**config.mk**
```make
export PLATFORM = sky130hd
export DESIGN_NAME = spmi_cmd_frontend
export DESIGN_NICKNAME = d
export VERILOG_FILES = /design/src/rtl/spmi_fe_pkg.sv /design/src/rtl/spmi_fe_ctrl.sv /design/src/rtl/spmi_fe_dpath.sv /design/src/rtl/spmi_cmd_frontend.sv
export SDC_FILE = /design/constraint.sdc
export NUM_CORES = 2
export LEC_CHECK = 0
export BUFFER_PORTS_ARGS = -buffer_cell sky130_fd_sc_hd__buf_2
export CORE_MARGIN = 2
export CORE_UTILIZATION = 40
export CTS_BUF_LIST = sky130_fd_sc_hd__clkbuf_8
export DETAILED_ROUTE_END_ITERATION = 8
export PLACE_DENSITY = 0.54
export SYNTH_ARGS = -nofsm -noshare
export SYNTH_HDL_FRONTEND = slang
export SYNTH_HIERARCHICAL = 1
export SYNTH_SLANG_ARGS = --single-unit
```
**constraint.sdc**
```tcl
create_clock -name clk -period 3.9 [get_ports clk]
set_clock_uncertainty 0.15 [all_clocks]
set_input_delay 0.39 -clock clk [delete_from_list [all_inputs] [get_ports clk]]
set_output_delay 0.39 -clock clk [all_outputs]
set_load 0.05 [all_outputs]
```
**src/rtl/spmi_fe_pkg.sv**
```systemverilog
package spmi_fe_pkg;
  localparam int ADDR_W   = 16;
  localparam int WORD_W   = 32;
  localparam int N_WORDS  = 4;
  localparam int BUS_W    = WORD_W * N_WORDS;
  localparam int BYTES    = BUS_W / 8;
  localparam int SID_W    = 4;
  localparam int N_SLAVES = 1 << SID_W;
  localparam int OP_W     = 4;
  localparam int LEN_W    = 4;
  localparam int REG_W    = 16;
  localparam int IDX_W    = $clog2(N_WORDS);
  localparam int N_OPS    = 11;

  // command word field positions
  localparam int GO_BIT   = 31;
  localparam int OP_LSB   = 24;
  localparam int LEN_LSB  = 20;
  localparam int SID_LSB  = 16;
  localparam int ADR_LSB  = 0;

  localparam logic [ADDR_W-1:0] CMD_OFS  = 16'h0100;
  localparam logic [ADDR_W-1:0] WD_OFS   = 16'h0104;
  localparam logic [ADDR_W-1:0] BANK_OFS = 16'h0200;
  localparam int BANK_SPAN   = N_SLAVES * 32;
  localparam int CHAN_STRIDE = 'h300;

  typedef struct packed {
    logic             cmd;
    logic             wd;
    logic             stat;
    logic             rd;
    logic [IDX_W-1:0] word;
    logic [SID_W-1:0] sid;
  } hit_t;

  typedef struct packed {
    logic             start;
    logic             badOp;
    logic             wdWr;
    logic [IDX_W-1:0] wdIdx;
    logic             rspDone;
    logic             rspErr;
    logic             keepRd;
  } strobe_t;

  function automatic hit_t decodeAddr(input logic [ADDR_W-1:0] addr,
                                      input logic [ADDR_W-1:0] base);
    logic [ADDR_W-1:0] rel, sub, w;
    logic [4:0] low, lw;
    hit_t h;
    h   = '0;
    rel = addr - base;
    sub = rel - BANK_OFS;
    w   = rel - WD_OFS;
    low = sub[4:0];
    lw  = low - 5'd4;
    if (rel == CMD_OFS) begin
      h.cmd = 1'b1;
    end else if (rel >= WD_OFS && rel < WD_OFS + ADDR_W'(4 * N_WORDS) && rel[1:0] == 2'b00) begin
      h.wd   = 1'b1;
      h.word = w[2 +: IDX_W];
    end else if (rel >= BANK_OFS && rel < BANK_OFS + ADDR_W'(BANK_SPAN)) begin
      h.sid = sub[5 +: SID_W];
      if (low == 5'd0) begin
        h.stat = 1'b1;
      end else if (low[1:0] == 2'b00 && low <= 5'(4 * N_WORDS)) begin
        h.rd   = 1'b1;
        h.word = lw[2 +: IDX_W];
      end
    end
    return h;
  endfunction

  function automatic logic [BUS_W-1:0] keepMask(input logic [LEN_W-1:0] lenM1);
    logic [BUS_W-1:0] m;
    m = '0;
    for (int k = 0; k < BYTES; k++) begin
      if (k <= int'(lenM1)) m[BUS_W-1-8*k -: 8] = 8'hFF;
    end
    return m;
  endfunction

  function automatic logic isReadOp(input logic [OP_W-1:0] op);
    return (op == 4'd2) || (op == 4'd4) || (op == 4'd6);
  endfunction
endpackage

```
**src/rtl/spmi_fe_ctrl.sv**
```systemverilog
module spmi_fe_ctrl
  import spmi_fe_pkg::*;
(
  input  logic             clk,
  input  logic             rstN,
  input  logic             pSel,
  input  logic             pEnable,
  input  logic             pWrite,
  input  logic             hitCmd,
  input  logic             hitWd,
  input  logic [IDX_W-1:0] hitWord,
  input  logic             cmdGo,
  input  logic [OP_W-1:0]  cmdOp,
  input  logic [OP_W-1:0]  curOp,
  input  logic             reqReady,
  input  logic             rspValid,
  input  logic             rspErr,
  output strobe_t          strb,
  output logic             reqValid,
  output logic             busy
);
  typedef enum logic [1:0] {IDLE, REQ, WAIT} state_t;
  state_t state;

  logic wrAcc, cmdFire, rspTake;

  assign wrAcc   = pSel && pEnable && pWrite;
  assign cmdFire = wrAcc && hitCmd && cmdGo && !busy;
  assign rspTake = (state == WAIT) && rspValid;
  assign busy     = (state != IDLE);
  assign reqValid = (state == REQ);

  always_comb begin
    strb         = '0;
    strb.start   = cmdFire && (cmdOp <  OP_W'(N_OPS));
    strb.badOp   = cmdFire && (cmdOp >= OP_W'(N_OPS));
    strb.wdWr    = wrAcc && hitWd && !busy;
    strb.wdIdx   = hitWord;
    strb.rspDone = rspTake;
    strb.rspErr  = rspErr;
    strb.keepRd  = rspTake && !rspErr && isReadOp(curOp);
  end

  always_ff @(posedge clk or negedge rstN) begin
    if (!rstN) begin
      state <= IDLE;
    end else begin
      case (state)
        IDLE:    if (strb.start) state <= REQ;
        REQ:     if (reqReady)   state <= WAIT;
        WAIT:    if (rspValid)   state <= IDLE;
        default: state <= IDLE;
      endcase
    end
  end
endmodule

```
**src/rtl/spmi_fe_dpath.sv**
```systemverilog
module spmi_fe_dpath
  import spmi_fe_pkg::*;
(
  input  logic                clk,
  input  logic                rstN,
  input  strobe_t             strb,
  input  hit_t                hit,
  input  logic                pSel,
  input  logic                pWrite,
  input  logic [WORD_W-1:0]   pWdata,
  input  logic                busy,
  input  logic [BUS_W-1:0]    rspRdata,
  output logic [OP_W-1:0]     curOp,
  output logic [SID_W-1:0]    curSid,
  output logic [REG_W-1:0]    curAddr,
  output logic [LEN_W-1:0]    curLen,
  output logic [BUS_W-1:0]    reqWdata,
  output logic [WORD_W-1:0]   pRdata,
  output logic [N_SLAVES-1:0] statDone,
  output logic [N_SLAVES-1:0] statFail
);
  logic [WORD_W-1:0] wdReg  [N_WORDS];
  logic [BUS_W-1:0]  rdBank [N_SLAVES];
  logic [BUS_W-1:0]  wdFlat, bankSel;
  logic [SID_W-1:0]  newSid;

  assign newSid = pWdata[SID_LSB +: SID_W];

  // command latch and per-slave status
  always_ff @(posedge clk or negedge rstN) begin
    if (!rstN) begin
      curOp    <= '0;
      curSid   <= '0;
      curAddr  <= '0;
      curLen   <= '0;
      statDone <= '0;
      statFail <= '0;
    end else begin
      if (strb.start || strb.badOp) begin
        curOp            <= pWdata[OP_LSB  +: OP_W];
        curLen           <= pWdata[LEN_LSB +: LEN_W];
        curSid           <= newSid;
        curAddr          <= pWdata[ADR_LSB +: REG_W];
        statDone[newSid] <= strb.badOp;
        statFail[newSid] <= strb.badOp;
      end
      if (strb.rspDone) begin
        statDone[curSid] <= 1'b1;
        statFail[curSid] <= strb.rspErr;
      end
    end
  end

  always_ff @(posedge clk or negedge rstN) begin
    if (!rstN) begin
      for (int i = 0; i < N_WORDS; i++) wdReg[i] <= '0;
    end else if (strb.wdWr) begin
      wdReg[strb.wdIdx] <= pWdata;
    end
  end

  always_ff @(posedge clk or negedge rstN) begin
    if (!rstN) begin
      for (int i = 0; i < N_SLAVES; i++) rdBank[i] <= '0;
    end else if (strb.keepRd) begin
      rdBank[curSid] <= rspRdata & keepMask(curLen);
    end
  end

  for (genvar g = 0; g < N_WORDS; g++) begin : g_pack
    assign wdFlat[BUS_W-1-WORD_W*g -: WORD_W] = wdReg[g];
  end
  assign reqWdata = wdFlat & keepMask(curLen);

  assign bankSel = rdBank[hit.sid];

  always_comb begin
    pRdata = '0;
    if (pSel && !pWrite) begin
      if (hit.cmd)
        pRdata = WORD_W'({busy, 3'b000, curOp, curLen, curSid, curAddr});
      else if (hit.wd)
        pRdata = wdReg[hit.word];
      else if (hit.stat)
        pRdata = WORD_W'({statFail[hit.sid], 1'b0, statDone[hit.sid]});
      else if (hit.rd)
        pRdata = bankSel[BUS_W-1-WORD_W*int'(hit.word) -: WORD_W];
    end
  end
endmodule

```
**src/rtl/spmi_cmd_frontend.sv**
```systemverilog
module spmi_cmd_frontend
  import spmi_fe_pkg::*;
#(
  parameter int CHANNEL = 0
) (
  input  logic              clk,
  input  logic              rstN,
  input  logic              pSel,
  input  logic              pEnable,
  input  logic              pWrite,
  input  logic [ADDR_W-1:0] pAddr,
  input  logic [WORD_W-1:0] pWdata,
  output logic [WORD_W-1:0] pRdata,
  output logic              pReady,
  output logic              reqValid,
  input  logic              reqReady,
  output logic [OP_W-1:0]   reqOp,
  output logic [SID_W-1:0]  reqSid,
  output logic [REG_W-1:0]  reqAddr,
  output logic [LEN_W-1:0]  reqLen,
  output logic [BUS_W-1:0]  reqWdata,
  input  logic              rspValid,
  input  logic [BUS_W-1:0]  rspRdata,
  input  logic              rspErr
);
  localparam logic [ADDR_W-1:0] BASE = ADDR_W'(CHANNEL * CHAN_STRIDE);

  hit_t                hit;
  strobe_t             strb;
  logic                busy;
  logic [OP_W-1:0]     curOp;
  logic [SID_W-1:0]    curSid;
  logic [REG_W-1:0]    curAddr;
  logic [LEN_W-1:0]    curLen;
  logic [N_SLAVES-1:0] statDone, statFail;

  assign hit    = decodeAddr(pAddr, BASE);
  assign pReady = 1'b1;

  spmi_fe_ctrl ctrl_i (
    .clk(clk), .rstN(rstN),
    .pSel(pSel), .pEnable(pEnable), .pWrite(pWrite),
    .hitCmd(hit.cmd), .hitWd(hit.wd), .hitWord(hit.word),
    .cmdGo(pWdata[GO_BIT]), .cmdOp(pWdata[OP_LSB +: OP_W]),
    .curOp(curOp),
    .reqReady(reqReady), .rspValid(rspValid), .rspErr(rspErr),
    .strb(strb), .reqValid(reqValid), .busy(busy)
  );

  spmi_fe_dpath dpath_i (
    .clk(clk), .rstN(rstN),
    .strb(strb), .hit(hit),
    .pSel(pSel), .pWrite(pWrite), .pWdata(pWdata),
    .busy(busy), .rspRdata(rspRdata),
    .curOp(curOp), .curSid(curSid), .curAddr(curAddr), .curLen(curLen),
    .reqWdata(reqWdata), .pRdata(pRdata),
    .statDone(statDone), .statFail(statFail)
  );

  assign reqOp   = curOp;
  assign reqSid  = curSid;
  assign reqAddr = curAddr;
  assign reqLen  = curLen;
endmodule

```
* Word level (Yosys, flattened, before mapping)
Cells that the tools add are included.
W data, S select, Z words.
** Operators by class
- $lt $le $gt $ge :: 32
- Reduce and logical (&&, ||, !) cells :: 33
- Shifts and indexed selects :: 1
- Bitwise gates (word level) :: 6
- Equality and inequality tests :: 9
- $add $sub $neg :: 4
- Mux-type cells :: 77
** Operators with widths (count)
- $bwmux W2048 :: 1
- $bmux W128 S4 :: 1
- $demux W128 S4 :: 1
- $mux W128 :: 3
- $and A128 B128 Y128 :: 2
- $mux W32 :: 8
- $mux W8 :: 32
- $shiftx A159 B32 Y32 :: 1
- $bwmux W128 :: 1
- $bmux W32 S2 :: 1
- $demux W32 S2 :: 1
- $mux W16 :: 4
- $bwmux W16 :: 3
- $le A4 B4 Y1 const A :: 8
- $logic_and A1 B1 Y1 :: 21
- $eq A16 B9 Y1 const B :: 1
- $ge A16 B10 Y1 const B :: 1
- $ge A16 B9 Y1 const B :: 1
- $le A3 B4 Y1 const A :: 4
- $lt A16 B11 Y1 const B :: 1
- $lt A16 B9 Y1 const B :: 1
- $or A16 B16 Y16 :: 1
- $lt A4 B5 Y1 const B :: 3
- $ge A5 B5 Y1 const B :: 2
- 34 further kinds :: 59
** Storage, ports and cells
- Bits in registers :: 2238
- Input port bits :: 184
- Output and inout port bits :: 190
- Logic and storage cells :: 189

* Longest topological paths before layout
- Depth after elaboration :: 18
- Mapped depth :: 15
- Gate-level depth less buffers :: 11

* By module
The synthesis kept the hierarchy.
** By module, submodules not included
- spmi_fe_dpath :: seq. area each 55953.7 um^2, times used 1, cells an instance 8934, area each 98823.5 um^2
- spmi_fe_ctrl :: seq. area each 50.0 um^2, times used 1, cells an instance 26, area each 202.7 um^2
- spmi_cmd_frontend :: seq. area each 0.0 um^2, times used 1, cells an instance 28, area each 188.9 um^2

* Worst setup path before layout
OpenSTA, ideal clock, no wires.
- Path kind :: input -> output
- From :: input port pAddr[13]
- To :: output port pRdata[23]
- Buffers on the path :: 3
- Arrival time :: 4.765 ns
- Setup slack :: -1.405 ns
- Data required time :: 3.360 ns
- Stages on the path :: 11
- Cell sequence :: nor4_4 nand3_2 o32a_1 nor3_1 buf_2 buf_2 buf_2 nor2_1 o21ai_0 a21oi_1 a2111oi_0
** RTL lines
- start: declaration :: line spmi_cmd_frontend.sv:11 : input logic [ADDR_W-1:0] pAddr,
- end: declaration :: line spmi_cmd_frontend.sv:13 : output logic [WORD_W-1:0] pRdata,

==> out/metrics.csv <==
stage;metric;value;unit
status;run status;complete, but fails checks;
status;failing checks;negative setup slack;
layout;commonest non-fill, non-tap cell in the layout;dfrtp_1;
sta;RSZ-0062 raised after global routing;yes;
placed_design;pre-CTS setup slack;-1.354;ns
global_route;first-pass GRT wire length;540.0;mm
setup_path;critical-path maximum fanout;7;
global_route;Total Routing Usage GR;29.31;%
route;routed vias;76700;
clock_tree;CTS tree;done;
setup_path;R2R depth;9;
die;# rows;182;
layout;Multi-input gate area;41450;µm²
placed_design;dpl cells;12580;
layout;most frequent cells in the layout;dfrtp_1 (2,237), nand2_1 (2,182), o21ai_0 (1,939), buf_4 (561), mux4_2 (518);
worst_hold_path;sink of the worst hold path;dpath_i/curLen[1];
setup_path;largest stage delay on the critical path;0.74;ns
global_route;vias in the first global route;76770;
sta;final period utilization;117.0;%
setup_path;critical path, cell by cell;buf_6, nor4_4, buf_6, and3_4, and2_4, buf_12, buf_16, buf_16, buf_6, mux4_2, mux2i_4, o221ai_4, o211ai_1, buf_4, nand2_4, buf_8;
synth;Synth Register Bits;2238;
power_and_ir_drop;Final Power;46.23;mW
placed_design;# port buffers;372;
synth;Synth Area in Simple Gates;10.90;%
layout;final core occ;50.10;%
synth;syn_nets;9173;
setup_path;worst reg2reg endpoint;dpath_i/statDone[3];
sta;Final setup viols;32;
sta;final hold vios;0;
route;DR WL/cell;27.31;µm
route;Detailed Route Iter0 Violations;7770;
die;chip width;502.0;µm
layout;nets@finish;10180;
layout;flip-flop and latch area;56010;µm²
sta;setup TNS;-13.27;ns
synth;Post-synth EDFFs;0;
flow_run;MaxCap Viol Count;0;
synth;XOR/XNOR Fraction of Synth Area;0;%
setup_path;slowest cell on the critical path;o211ai_1;
synth;Yosys cell types;81;
power_and_ir_drop;Int Pwr;35.39;mW
worst_hold_path;Hold Crit Class;in -> reg;
setup_path;Crit. path cell count;16;
power_and_ir_drop;NetSw;10.84;mW
power_and_ir_drop;sequential fraction of design power;50.3;%
layout;area grow syn2layout;24.42;%
placed_design;hpwl dp;241.6;mm
power_and_ir_drop;Logic pwr share;2.8;%
setup_path;worst path arrival time;4.02;ns
route;Detailed Routing Iterations Pass 1;8;
clock_tree;CTS Sinks;2238;
synth;Synth Area in Adders;0.01261;%
route;antenna viol nets, final;0;
clock_tree;CTS Buf Count;400;
synth;FFs w/ async S/R, synth;100.0;%
setup_path;critical path startpoint;pAddr[10];
sta;Worst slew margin;15.59;%
setup_path;CP most frequent cell;buf_6;
placed_design;GPL Wtd Cong;0.9183;
sta;post-layout minimum cycle time;4.563;ns
clock_tree;CTS Buffer Depth;4;
setup_path;Critical path buffers and inverters;8;
sta;Min Hold Slack;0.1058;ns
clock_tree;Clk pin slew, worst setup/hold paths;0.06;ns
clock_tree;clock root cell;clkbuf_8;
global_route;total gr overflow;0;
synth;ys flop type;dfrtp_1;
setup_path;Critical Path RT;3.36;ns
setup_path;R2R Path Start;ctrl_i/state[0];
route;DRC errors left;0;
sta;Worst Max-Slew Pin Slew;1.266;ns
sta;Final WS setup;-0.6628;ns
placed_design;placed cell area;109800;µm²
die;die area;252000;µm²
global_route;pin count of the biggest net entering global routing;144;
synth;syn_area_per_cell;11.04;µm²
synth;sequential area share after synthesis;56.45;%
worst_hold_path;hold_sp;pWdata[21];
die;Starting Density;40.27;%
setup_path;crit start category;primary input;
layout;share of cells above drive strength 1;28.22;%
synth;area of the mapped netlist;99220;µm²
synth;YS warnings;6;
power_and_ir_drop;Worst VDD drop;402.1;µV
setup_path;Crit Path Class;in -> out;
sta;max-slew violations;0;
route;WL final;371.4;mm
sta;achievable clock frequency;219.2;MHz
power_and_ir_drop;Switching Share;23.44;%
worst_hold_path;hold path depth;3;
layout;Post-Layout Cell Count;13600;
die;# IOs;374;
setup_path;CP top delay family;buffers and inverters;
die;die span in y;502.0;µm
layout;Design Area, Final;123400;µm²
power_and_ir_drop;PD cells;374.5;nW/µm²
synth;Mapped Cells;8988;
synth;main combinational cell family by area after synthesis;multiplexers;
route;vias per inst;5.640;
setup_path;R2R setup slack;0.60;ns
power_and_ir_drop;clock group share of total power;46.9;%
synth;post-synthesis mux area share;16.56;%
power_and_ir_drop;Leak Pwr;55.62;nW
layout;fillcell total;22240;
setup_path;CP Capture Type;primary output;
synth;Compound-Gate Fraction of Synth Area;12.35;%
clock_tree;Clk Latency, worst-skew pair;1.12;ns
clock_tree;H-tree depth;5;
global_route;initial antenna violation count;16;
die;CORE AREA;246400;µm²
[registers in the layout, summed over array words and instances (netlist names)]
register	cells
dpath_i/rdBank	2048
dpath_i/wdFlat	128
dpath_i/curAddr	16
dpath_i/statDone	16
dpath_i/statFail	16
dpath_i/curLen	4
dpath_i/curOp	4
dpath_i/curSid	4
ctrl_i/state	2
[cell usage after synthesis, types with 59 or more instances]
master,number,area [µm²]
mux4_2,516,11620
clkbuf_1,627,2354
a21oi_1,66,330.3
mux2i_1,123,1231
buf_2,65,325.3
o21ai_0,1964,9829
and2_1,126,788.3
buf_4,59,442.9
mux2_2,311,3502
o22ai_1,66,412.9
a22oi_1,67,503.0
nand2_1,2225,8352
dfrtp_1,2238,56000
[layout make-up]
type	count	area share, %
timing repair buffer	1434	11.31
antenna	11	0.02230
inverter	17	0.05473
clock inverter	188	0.7835
tap	3312	3.357
multi-input combinational	5905	33.58
clock buffer	495	5.519
sequential	2238	45.37
[logic make-up after synthesis]
kind of cell / Yosys count
and+or+nand+nor: 2640
AOI/OAI and AO/OA: 2310
DFF: 2238
muxes: 953
buffers and inverters: 845
adders and majority gates: 1
other: 1
[power groups by stage]
stage	clock network (mW)	registers (mW)	logic [mW]
final	21.7	23.2	1.31
after global routing	23.2	23.2	1.44
after CTS	22.1	23.2	1.32
after detailed placement	0	23.6	1.13
after global placement	0	23.6	1.11
after floorplan	0	23.7	0.198
[worst max-delay path by stage]
stage                 end  slack [ns]
5_1_grt        pRdata[27]       -0.74
3_3_place_gp   pRdata[15]       -1.37
6_report       pRdata[27]       -0.66
4_1_cts        pRdata[27]       -0.61
2_1_floorplan  pRdata[23]       -0.03
3_5_place_dp   pRdata[15]       -1.35
[per-layer routing]
layer / vias to the layer above / wire length [µm] / track usage (%)
li1: 33540 / - / -
met1: 39380 / 157900 / 40.75
met2: 3122 / 168100 / 44.93
met3: 657 / 29170 / 5.875
met4: 8 / 16160 / 12.24
met5: - / 58 / 0
[tightest hold or removal path: stages]
cell,delay (ns)
dlygate4sd3_1,0.55
buf_2,0.19
mux2_2,0.16
[what timing repair did]
action / CTS / global route
setup buffers: 54 / 99
gates resized for setup: 276 / 251
pin swaps: 51 / 96
gates cloned: 5 / 7
setup endpoints to repair: 67 / 33
hold buffers: 201 / 0
hold endpoints to repair: 4249 / 0
(Power assumes the default switching activity.)
